File: src/rtl/phy_led_pkg.sv
package phy_led_pkg;

  typedef struct packed {
    logic       link;
    logic [1:0] speed;
    logic       pdown;
    logic       eee;
    logic       aneg;
    logic       abist;
    logic       cdiag;
  } phy_stat_t;

  // Reset contents of the configuration word at a given address.
  function automatic logic [7:0] reset_word(input int idx);
    case (idx)
      0:       return 8'hC5;
      1:       return 8'h67;
      2:       return 8'h70;
      3:       return 8'h03;
      4:       return 8'h20;
      6:       return 8'h40;
      8:       return 8'h40;
      9:       return 8'h20;
      default: return 8'h00;
    endcase
  endfunction

  // Whether a 4-bit condition code currently holds.
  function automatic logic cond_hit(input logic [3:0] code, input phy_stat_t s);
    logic s10, s100, s1g;
    s10  = s.link && (s.speed == 2'd0);
    s100 = s.link && (s.speed == 2'd1);
    s1g  = s.link && (s.speed == 2'd2);
    case (code)
      4'h1:    return s10;
      4'h2:    return s100;
      4'h3:    return s10 || s100;
      4'h4:    return s1g;
      4'h5:    return s10 || s1g;
      4'h6:    return s100 || s1g;
      4'h7:    return s.link;
      4'h8:    return s.pdown;
      4'h9:    return s.eee;
      4'hA:    return s.aneg;
      4'hB:    return s.abist;
      4'hC:    return s.cdiag;
      default: return 1'b0;
    endcase
  endfunction

  // Picks the square wave for a rate code: phase bit 0 runs at 16 Hz, bit 3 at 2 Hz.
  function automatic logic pick_wave(input logic [1:0] rate, input logic [3:0] phase);
    return phase[2'd3 - rate];
  endfunction

endpackage

File: src/rtl/phy_led_regs.sv
module phy_led_regs #(
  parameter int NUM_LED = 4,
  parameter int ADDR_W  = 4
) (
  input  logic                     clk,
  input  logic                     rst_n,
  input  logic                     wr_en,
  input  logic [ADDR_W-1:0]        addr,
  input  logic [7:0]               wr_data,
  output logic [15:0]              rd_data,
  output logic [7:0]               rate_word,
  output logic [NUM_LED-1:0][7:0]  hi_word,
  output logic [NUM_LED-1:0][7:0]  lo_word
);
  import phy_led_pkg::*;

  localparam int NWORDS = 2 + 2 * NUM_LED;

  logic [7:0] words [NWORDS];
  logic       addr_ok;
  logic       wr_hit;

  assign addr_ok = int'(addr) < NWORDS;
  assign wr_hit  = wr_en && addr_ok;

  always_ff @(posedge clk or negedge rst_n) begin
    if (!rst_n) begin
      for (int i = 0; i < NWORDS; i++) words[i] <= reset_word(i);
    end else if (wr_hit) begin
      words[addr] <= wr_data;
    end
  end

  always_comb begin
    rd_data = '0;
    if (addr_ok) rd_data[7:0] = words[addr];
  end

  assign rate_word = words[0];

  for (genvar n = 0; n < NUM_LED; n++) begin : g_map
    assign hi_word[n] = words[2 + 2 * n];
    assign lo_word[n] = words[3 + 2 * n];
  end


  readback_chk: assert property (@(posedge clk) disable iff (!rst_n)
    ($past(wr_hit) && (addr == $past(addr))) |-> (rd_data[7:0] == $past(wr_data)));

endmodule

File: src/rtl/phy_led_rate.sv
module phy_led_rate #(
  parameter int CLK_HZ = 100_000_000
) (
  input  logic       clk,
  input  logic       rst_n,
  output logic [3:0] phase
);
  localparam int TICK_CYC = (CLK_HZ / 32 < 2) ? 2 : CLK_HZ / 32;
  localparam int CW       = $clog2(TICK_CYC);

  logic [CW-1:0] div_cnt;
  logic          tick;

  assign tick = (div_cnt == CW'(TICK_CYC - 1));

  always_ff @(posedge clk or negedge rst_n) begin
    if (!rst_n) begin
      div_cnt <= '0;
      phase   <= '0;
    end else if (tick) begin
      div_cnt <= '0;
      phase   <= phase + 4'd1;
    end else begin
      div_cnt <= div_cnt + CW'(1);
    end
  end


  phase_hold_chk: assert property (@(posedge clk) disable iff (!rst_n)
    !tick |=> $stable(phase));


  phase_step_chk: assert property (@(posedge clk) disable iff (!rst_n)
    tick |=> (phase == $past(phase) + 4'd1));

endmodule

File: src/rtl/phy_led_chan.sv
module phy_led_chan #(
  parameter int STRETCH_CYC = 5_000_000
) (
  input  logic                   clk,
  input  logic                   rst_n,
  input  logic [7:0]             hi,
  input  logic [7:0]             lo,
  input  phy_led_pkg::phy_stat_t stat,
  input  logic [2:0]             act,
  input  logic                   fast_wave,
  input  logic                   slow_wave,
  output logic                   led_o
);
  import phy_led_pkg::*;

  localparam int SW = $clog2(STRETCH_CYC + 1);

  logic [SW-1:0] hold_cnt;
  logic          act_hit;
  logic          stretch_on;
  logic          on_c, fast_c, slow_c;

  assign act_hit    = |(lo[3:0] & {1'b0, act});
  assign stretch_on = (hold_cnt != '0);

  always_ff @(posedge clk or negedge rst_n) begin
    if (!rst_n)              hold_cnt <= '0;
    else if (act_hit)        hold_cnt <= SW'(STRETCH_CYC);
    else if (stretch_on)     hold_cnt <= hold_cnt - SW'(1);
  end

  assign on_c   = cond_hit(hi[7:4], stat);
  assign fast_c = cond_hit(hi[3:0], stat);
  assign slow_c = cond_hit(lo[7:4], stat);

  always_comb begin
    if (stretch_on)  led_o = 1'b0;
    else if (fast_c) led_o = fast_wave;
    else if (slow_c) led_o = slow_wave;
    else             led_o = on_c;
  end


  act_start_chk: assert property (@(posedge clk) disable iff (!rst_n)
    act_hit |=> stretch_on);


  stretch_dark_chk: assert property (@(posedge clk) disable iff (!rst_n)
    stretch_on |-> !led_o);


  stretch_bound_chk: assert property (@(posedge clk) disable iff (!rst_n)
    int'(hold_cnt) <= STRETCH_CYC);

endmodule

File: src/rtl/phy_led_ctrl.sv
module phy_led_ctrl #(
  parameter int CLK_HZ  = 100_000_000,
  parameter int NUM_LED = 4,
  parameter int ADDR_W  = 4
) (
  input  logic               clk,
  input  logic               rst_n,
  input  logic               cfg_we,
  input  logic [ADDR_W-1:0]  cfg_addr,
  input  logic [7:0]         cfg_wdata,
  output logic [15:0]        cfg_rdata,
  input  logic               link_up,
  input  logic [1:0]         link_speed,
  input  logic               pwr_down,
  input  logic               eee_mode,
  input  logic               aneg_busy,
  input  logic               selftest_busy,
  input  logic               cablediag_busy,
  input  logic               tx_act,
  input  logic               rx_act,
  input  logic               col_det,
  output logic [NUM_LED-1:0] led
);
  import phy_led_pkg::*;

  localparam int STRETCH_CYC = (CLK_HZ / 20 < 1) ? 1 : CLK_HZ / 20;

  logic [7:0]              rate_word;
  logic [NUM_LED-1:0][7:0] hi_word;
  logic [NUM_LED-1:0][7:0] lo_word;
  logic [3:0]              phase;
  logic                    fast_wave, slow_wave;
  phy_stat_t               stat;

  assign stat = '{link: link_up, speed: link_speed, pdown: pwr_down, eee: eee_mode,
                  aneg: aneg_busy, abist: selftest_busy, cdiag: cablediag_busy};

  phy_led_regs #(.NUM_LED(NUM_LED), .ADDR_W(ADDR_W)) u_regs (
    .clk       (clk),
    .rst_n     (rst_n),
    .wr_en     (cfg_we),
    .addr      (cfg_addr),
    .wr_data   (cfg_wdata),
    .rd_data   (cfg_rdata),
    .rate_word (rate_word),
    .hi_word   (hi_word),
    .lo_word   (lo_word)
  );

  phy_led_rate #(.CLK_HZ(CLK_HZ)) u_rate (
    .clk   (clk),
    .rst_n (rst_n),
    .phase (phase)
  );

  assign fast_wave = pick_wave(rate_word[7:6], phase);
  assign slow_wave = pick_wave(rate_word[5:4], phase);

  for (genvar n = 0; n < NUM_LED; n++) begin : g_led
    phy_led_chan #(.STRETCH_CYC(STRETCH_CYC)) u_chan (
      .clk       (clk),
      .rst_n     (rst_n),
      .hi        (hi_word[n]),
      .lo        (lo_word[n]),
      .stat      (stat),
      .act       ({col_det, rx_act, tx_act}),
      .fast_wave (fast_wave),
      .slow_wave (slow_wave),
      .led_o     (led[n])
    );
  end

endmodule

File: config.mk
export PLATFORM = sky130hd
export DESIGN_NAME = phy_led_ctrl
export DESIGN_NICKNAME = d
export VERILOG_FILES = /design/src/rtl/phy_led_pkg.sv /design/src/rtl/phy_led_regs.sv /design/src/rtl/phy_led_rate.sv /design/src/rtl/phy_led_chan.sv /design/src/rtl/phy_led_ctrl.sv
export SDC_FILE = /design/constraint.sdc
export NUM_CORES = 1
export LEC_CHECK = 0
export BUFFER_PORTS_ARGS = -buffer_cell sky130_fd_sc_hd__buf_4
export CAP_MARGIN = 30
export CORE_UTILIZATION = 30
export DETAILED_ROUTE_END_ITERATION = 16
export SLEW_MARGIN = 40
export SYNTH_ARGS = -nofsm -noshare
export SYNTH_HDL_FRONTEND = slang
export SYNTH_SLANG_ARGS = --single-unit
File: constraint.sdc
create_clock -name clk -period 2.1 [get_ports clk]
set_input_delay 0.105 -clock clk [delete_from_list [all_inputs] [get_ports clk]]
set_output_delay 0.105 -clock clk [all_outputs]
set_load 0.02 [all_outputs]
==> results.md, run 1 <==
- Synth top cells by count: dfrtp_1, nor2_1, nand2_1, mux2_2, xor2_1
- Overall power: 12.6 mW
- PwrDens: slightly below 900 mW/mm^2
- Max Fclk: between 300 and 400 MHz
- Hold Slack: ~0.042 ns
- Met3 wire length: ~1.5 mm
- CP Launch Type: flop
- First-pass GRT wire length: between 40 and 50 mm
- Setup Skew: ~0.013 ns
- WL per Instance: 17.0 um
- Ys async rst share: 1.00
- Worst-path clk slew: approximately 0.08 ns
- Vias: 9,081
- Register area share after synthesis: 0.446
- Dpl hpwl: roughly 20 mm
- Sw Share: 0.339
- Gpl congestion: 0.842
- Initial Util: 0.305
- Drt initial violations: approximately 640
- Rows: 70
- CTS Buf Count: 17
- Max cap viols: 0
- Final nets: between 1,000 and 1,500
- Cell with the most instances after synthesis: dfrtp_1
- Failing checks: negative setup slack
- Vias in the first global route: between 8,000 and 9,000
- Gr usage total: 0.156
- Final worst-path setup slack: -0.531 ns
- Leakage: 5.92 nW
- Share of layout cells above drive strength 1: 0.381
- Post-Syn Area: about 0.011 sq mm
- Worst-Skew Late Latency: ~0.46 ns
- Synth cell types: 71
- Mapped Cells: between 1,000 and 1,500
- DP Worst Slack: -0.291 ns
- Metal2 WL: between 10 and 15 mm
- H-tree levels: 4
- Max-slew headroom: 0.574
- Post-Layout Cell Count: approximately 1,800
- Syn. warnings: 0
- Final core utilization: 0.399
- P&R area growth vs syn: 30.7%
- Clock share of power: 0.264
- Hold Crit Class: in -> reg
- Max VDD drop: 0.578 mV
- Post-DR vias/cell: between 5 and 6
- Kind of end point of the critical path: output port
- Syn_area_per_cell: 10.3 sq um
- Status: complete, but fails checks
- Initial antenna violation count: 1
- Placed inst area: 0.0130 sq mm
- Post-route DRC: 0
- Largest net degree at the start of global routing: 54
- FF-to-FF path depth: 8
- Synth Register Bits: about 200
- Fin crit period: between 2 and 3 ns
- Die H: slightly below 200 um
- Number of I/O port buffers: 37
- Top post-synthesis cells by area: dfrtp_1, mux2_2, mux4_2
- Unrepaired setup endpoints after global routing: true
- Worst EP required: approximately 2.0 ns
- GRT overflow: 0
- Largest fanout on the critical path: 2
- Max Slew Vio Count: 0
- Die area: between 0.03 and 0.04 sq mm
- DRT antenna net count: 0
- Largest area contributor in the netlist: dfrtp_1
- Clock Tree Root: clkbuf_16
- Worst Path Arrival: approximately 2.5 ns
- Clk sinks: between 150 and 200
- Cell Int Power: approximately 8.3 mW
- Tightest Pin Transition: ~0.64 ns
- Final period utilization: 1.25
- Main flop type after synthesis: dfrtp_1
- CP Class: reg -> out
- Placed cells: 1,670
- First drt pass iteration count: 6
- DR top layer: met4
- Final setup fails: between 50 and 60
- Hold path cells: 2
- Synth top area share: 0.403
- Final hold viol count: 0
- Comb pwr share: 0.332
- Post-route cell area: approximately 0.015 sq mm
- I/O pin cnt: between 40 and 50
- Die X: between 150 and 200 um
- Switching pwr: between 4 and 5 mW
- DRT met1 WL: 13.4 mm
- Flop pwr share: 0.404
- Post-synth EDFFs: 0
- Core region area: about 0.037 sq mm
- Worst-case clock buffer depth: 2
- Setup TNS: -10.51 ns
- DRT Wirelength: 29.7 mm
- CTS tree: done
[state kept, by name, summed over array words and instances, names as in the netlist]
signal,count
g_led.u_chan.hold_cnt,92
u_rate.phase,4
u_regs.words,8
u_rate.div_cnt,22
u_regs.hi_word,32
u_regs.rate_word,8
u_regs.lo_word,32
[logic make-up after synthesis]
kind of cell	count (synthesis)	share of synthesized area
other	1	0.000336
and+or+nand+nor	432	0.210
buffers and inverters	89	0.0347
adders and majority gates	10	0.0112
muxes	132	0.152
AOI/OAI and AO/OA	137	0.0804
xor gates and xnor gates	84	0.0659
DFF	198	0.446
[worst paths after layout]
| path | startpoint | end | slack, ns |
|---|---|---|---|
| worst max-delay path | g_led[2].u_chan.hold_cnt[11] | led[2] | -0.53 |
| worst min-delay path | cfg_wdata[6] | u_regs.lo_word[14] | 0.04 |
| worst max register to register | g_led[2].u_chan.hold_cnt[11] | g_led[2].u_chan.hold_cnt[3] | -0.44 |
| worst min register to register | u_rate.div_cnt[19] | u_rate.div_cnt[19] | 0.49 |
| max in group asynchronous | rst_n | g_led[2].u_chan.hold_cnt[8] | 1.13 |
| min in group asynchronous | rst_n | u_regs.hi_word[31] | 0.19 |
[placed cells by master, fill, tap and decap left out, types with 20 or more instances in the layout]
cell / synthesis / layout
buf_4: 12 / 181
dfrtp_1: 180 / 176
nor2_1: 109 / 105
mux2_2: 82 / 79
nand2_1: 84 / 77
xor2_1: 48 / 48
o21ai_0: 40 / 33
xnor2_1: 36 / 31
buf_6: 1 / 29
mux2i_1: 28 / 25
mux4_2: 22 / 22
nor3_1: 28 / 21
inv_1: 26 / 20
[worst max-delay path, cell delays in order (launching register included)]
cell     delay (ns)
dfrtp_1        0.38
or4_4          0.54
or4_4          0.43
or3_4          0.43
a21oi_4        0.15
buf_6          0.14
[power by group through the flow]
stage / Sequential, mW / Clock, mW / Combinational [mW]
finish: 5.10 / 3.32 / 4.19
global route: 5.18 / 3.55 / 4.57
CTS: 5.07 / 3.41 / 3.86
detailed placement: 5.12 / 0 / 3.56
global placement: 5.09 / 0 / 3.48
floorplan: 4.99 / 0 / 2.29
[final cells by class]
class / count / area [sq um]
fill: 3529 / 22000
multi-input combinational: 803 / 6490
sequential: 198 / 4980
timing repair buffer: 223 / 1850
tap: 468 / 586
clock buffer: 18 / 439
clock inverter: 14 / 140
inverter: 26 / 97.6
antenna: 1 / 2.50
[metal layers]
| layer | global-route usage | up-vias |
|---|---|---|
| met5 | 0 | - |
| met4 | 0.0551 | 0 |
| met3 | 0.0239 | 33 |
| met2 | 0.255 | 230 |
| met1 | 0.211 | 4568 |
| li1 | - | 4250 |
[what timing repair did]
| action | 4_1_cts | 5_1_grt |
|---|---|---|
| setup buffers | 15 | 29 |
| setup endpoints to repair | 59 | 73 |
| hold buffers | 7 | 0 |
| resized for setup | 73 | 81 |
| endpoints found under the hold margin | 93 | 0 |
| pin swaps | 28 | 61 |
Power figures use the tool's default switching activity.
==> run 2, diff against run 1 <==
--- a/config.mk
+++ b/config.mk
@@ -8,8 +8,11 @@
 export BUFFER_PORTS_ARGS = -buffer_cell sky130_fd_sc_hd__buf_4
 export CAP_MARGIN = 30
 export CORE_UTILIZATION = 30
+export CTS_CLUSTER_SIZE = 24
 export DETAILED_ROUTE_END_ITERATION = 16
+export RECOVER_POWER = 100
 export SLEW_MARGIN = 40
 export SYNTH_ARGS = -nofsm -noshare
 export SYNTH_HDL_FRONTEND = slang
+export SYNTH_HIERARCHICAL = 1
 export SYNTH_SLANG_ARGS = --single-unit
==> run 2 against run 1 <==
  * The flow still finishes with violations (negative setup slack)
  * Sequential power is 2% higher
  * Utilization is 5.8 points lower
  * Clock power is 7.5% higher
  * Die area is 9.3% higher
  * Global-route usage is 1.5 points lower
  * Critical path depth is 2 higher
  * Non-clock buffer count is 121 lower
  * Hold slack worse by 0.021 ns
  * Largest cell class unchanged
==> results.md, run 2 <==
- Status: complete, but fails checks (unchanged)
- Failing checks: negative setup slack (unchanged)
- Max VDD drop: 0.464 mV (was 0.578 mV)
- Commonest non-fill, non-tap cell in the layout: dfrtp_1 (was buf_4)
- GRT overflow: 0 (unchanged)
- Clk sinks: 198 (unchanged)
- Largest net degree at the start of global routing: 61 (was 54)
- DRT antenna net count: 0 (unchanged)
- First drt pass iteration count: 5 (was 6)
- Die X: 204 um (was 195 um)
- Placed cells: 1,650 (was 1,670)
- RR Endpoint: g_led[0].u_chan/hold_cnt[7] (was g_led[2].u_chan.hold_cnt[3])
- DRT Wirelength: 28.5 mm (was 29.7 mm)
- Tightest Pin Transition: 1.40 ns (was 0.638 ns)
- Max cap viols: 0 (unchanged)
- First-pass GRT wire length: 46.5 mm (was 47.6 mm)
- CP Class: reg -> out (unchanged)
- Gpl congestion: 0.808 (was 0.842)
- CP Buf/Inv Count: 1 (unchanged)
- Worst-Skew Late Latency: 0.44 ns (was 0.46 ns)
- Min-delay src: cfg_wdata[2] (was cfg_wdata[6])
- Clock Tree Root: clkbuf_16 (unchanged)
- Dpl hpwl: 19.2 mm (was 20.1 mm)
- Post-Layout Cell Count: 1,708 (was 1,751)
- Kind of end point of the critical path: output port (unchanged)
- Post-Syn Area: 0.0122 sq mm (was 0.0112 sq mm)
- FF-to-FF path depth: 7 (was 8)
- Initial antenna violation count: 1 (unchanged)
- Max Fclk: 432 MHz (was 380 MHz)
- Die H: 204 um (was 195 um)
- H-tree levels: 4 (unchanged)
- Setup Skew: 0.0144 ns (was 0.0134 ns)
- Clock share of power: 0.288 (was 0.264)
- ANT cells: 0 (was 1)
- CP top delay family: compound AO/OA/AOI/OAI gates (was simple AND/OR/NAND/NOR gates)
- Worst-case clock buffer depth: 2 (unchanged)
- Final worst-path setup slack: -0.215 ns (was -0.531 ns)
- Die area: 0.0415 sq mm (was 0.0380 sq mm)
- Cell Int Power: 8.25 mW (was 8.33 mW)
- Mapped Cells: 1,150 (was 1,083)
- Hold Crit Class: in -> reg (unchanged)
- Hold path endpoint: u_regs/lo_word[2] (was u_regs.lo_word[14])
- Final core utilization: 0.340 (was 0.399)
- CP Launch Type: flop (unchanged)
- Worst R2R Start: g_led[0].u_chan/hold_cnt[7] (was g_led[2].u_chan.hold_cnt[11])
- Comb pwr share: 0.293 (was 0.332)
- Drt initial violations: 414 (was 635)
- Share of layout cells above drive strength 1: 0.295 (was 0.381)
- Most frequent cells in the layout: dfrtp_1, nor2_1, mux2_2 (was buf_4, dfrtp_1, nor2_1)
- Initial Util: 0.306 (was 0.305)
- Setup TNS: -1.65 ns (was -10.51 ns)
- Hold Slack: 0.0207 ns (was 0.0419 ns)
- Unrepaired setup endpoints after global routing: true (unchanged)
- Syn_area_per_cell: 10.6 sq um (was 10.3 sq um)
- Final hold viol count: 0 (unchanged)
- Vias: 8,733 (was 9,081)
- Max FFs per register: 92 (unchanged)
- CTS tree: done (unchanged)
- Post-DR vias/cell: 5.11 (was 5.19)
- Max Slew Vio Count: 0 (unchanged)
- Fin crit period: 2.32 ns (was 2.63 ns)
- Most flop-heavy register: g_led.u_chan/hold_cnt (was g_led.u_chan.hold_cnt)
- Gr usage total: 0.141 (was 0.156)
- Syn. warnings: 6 (was 0)
- Max stage delay on crit path: 0.56 ns (was 0.54 ns)
- Core region area: 0.0399 sq mm (was 0.0366 sq mm)
- PwrDens: 912 mW/mm^2 (was 864 mW/mm^2)
- Reg2Reg Setup Slack: -0.13 ns (was -0.44 ns)
- Final setup fails: 22 (was 51)
- Final nets: 1,206 (was 1,305)
- Vias in the first global route: 8,653 (was 8,913)
- Rows: 73 (was 70)
- Worst-path clk slew: 0.08 ns (about the same)
- Hold path cells: 2 (unchanged)
- CP max stage cell: dfstp_2 (was or4_4)
- CTS Buf Count: 17 (unchanged)
- Sw Share: 0.334 (was 0.339)
- I/O pin cnt: 46 (unchanged)
- Flop pwr share: 0.419 (was 0.404)
- Post-route DRC: 0 (unchanged)
- WL per Instance: 16.7 um (was 17.0 um)
- Leakage: 5.27 nW (was 5.92 nW)
- Worst EP required: 2.00 ns (about the same)
- Overall power: 12.4 mW (was 12.6 mW)
- Final period utilization: 1.10 (was 1.25)
- Worst Path Arrival: 2.21 ns (was 2.53 ns)
- Worst path cell trace: mux2i_1, mux2_4, o21ai_4, a221oi_2, a311o_1, a21oi_2, buf_6 (was or4_4, or4_4, or3_4, a21oi_4, buf_6)
- Max-slew headroom: 0.0654 (was 0.574)
- Switching pwr: 4.14 mW (was 4.28 mW)
- Largest fanout on the critical path: 4 (was 2)
- Number of I/O port buffers: 37 (unchanged)
- P&R area growth vs syn: 11.2% (was 30.7%)
-- run 2: changes by cell type in the layout (fill, tap and decap cells not counted), moves of 12 or more --
cell / delta
mux2_2: +13
clkbuf_1: +16
dfrtp_1: -15
nor3_1: +19
buf_4: -114
o21ai_1: +18
dfrtp_2: +15
o211ai_1: -12
buf_6: -19
o21ai_0: -19
-- run 2: stage by stage --
stage / cell area [sq um] / worst slack (ns)
2_1_floorplan: 12200 / 0.164
6_report: 13600 / -0.215
4_1_cts: 13700 / -0.237
3_5_place_dp: 12700 / 0.0585
3_3_place_gp: 12700 / 0.0330
5_1_grt: 13600 / -0.329
-- run 2: repair_timing --
action                                 4_1_cts  5_1_grt
hold buffers                                 1        1
setup endpoints to repair                    8       16
pin swaps                                   19       12
buffers inserted                            19        5
endpoints found under the hold margin       49        1
resized for setup                           52       29
-- run 2: layout make-up --
type / instances / area, sq um
Clock buffer: 20 / 437
Clock inverter: 12 / 199
Fill cell: 3944 / 26300
Inverter: 30 / 113
Multi-Input combinational cell: 821 / 6440
Sequential cell: 198 / 5000
Tap cell: 525 / 657
Timing Repair Buffer: 102 / 737
-- run 2: worst max-delay path by stage --
stage	startpoint	end	slack [ns]	depth (start not counted)
after floorplan	u_regs/lo_word[29]	led[3]	0.16	7
after global placement	u_regs/lo_word[29]	led[3]	0.03	7
after detailed placement	u_regs/lo_word[29]	led[3]	0.06	7
after CTS	u_regs/lo_word[29]	led[3]	-0.24	7
after global routing	u_regs/hi_word[6]	led[0]	-0.33	7
final	u_regs/lo_word[29]	led[3]	-0.22	7
-- run 2: power by group through the flow --
stage                     Clock, mW  Combinational (mW)  Sequential [mW]
final                          3.57                3.63             5.19
after global routing           3.82                4.00             5.29
after floorplan                   0                2.98             4.93
after CTS                      3.66                3.60             5.19
after detailed placement          0                3.33             5.28
after global placement            0                3.28             5.26
-- run 2: per-layer routing --
metal | track usage | wire (um)
met3 | 0.0249 | 1060
met1 | 0.185 | 12900
met4 | 0.0508 | 580
met5 | 0 | 13
met2 | 0.232 | 13900
-- run 2: worst reg2reg max path, cell delays in order (launching register included) --
cell and delay, ns:
dfrtp_1 0.41, nor4_1 0.50, and3_4 0.34, nand4_4 0.14, clkbuf_2 0.30, nand3_1 0.16, xor2_1 0.17, nor2_1 0.06
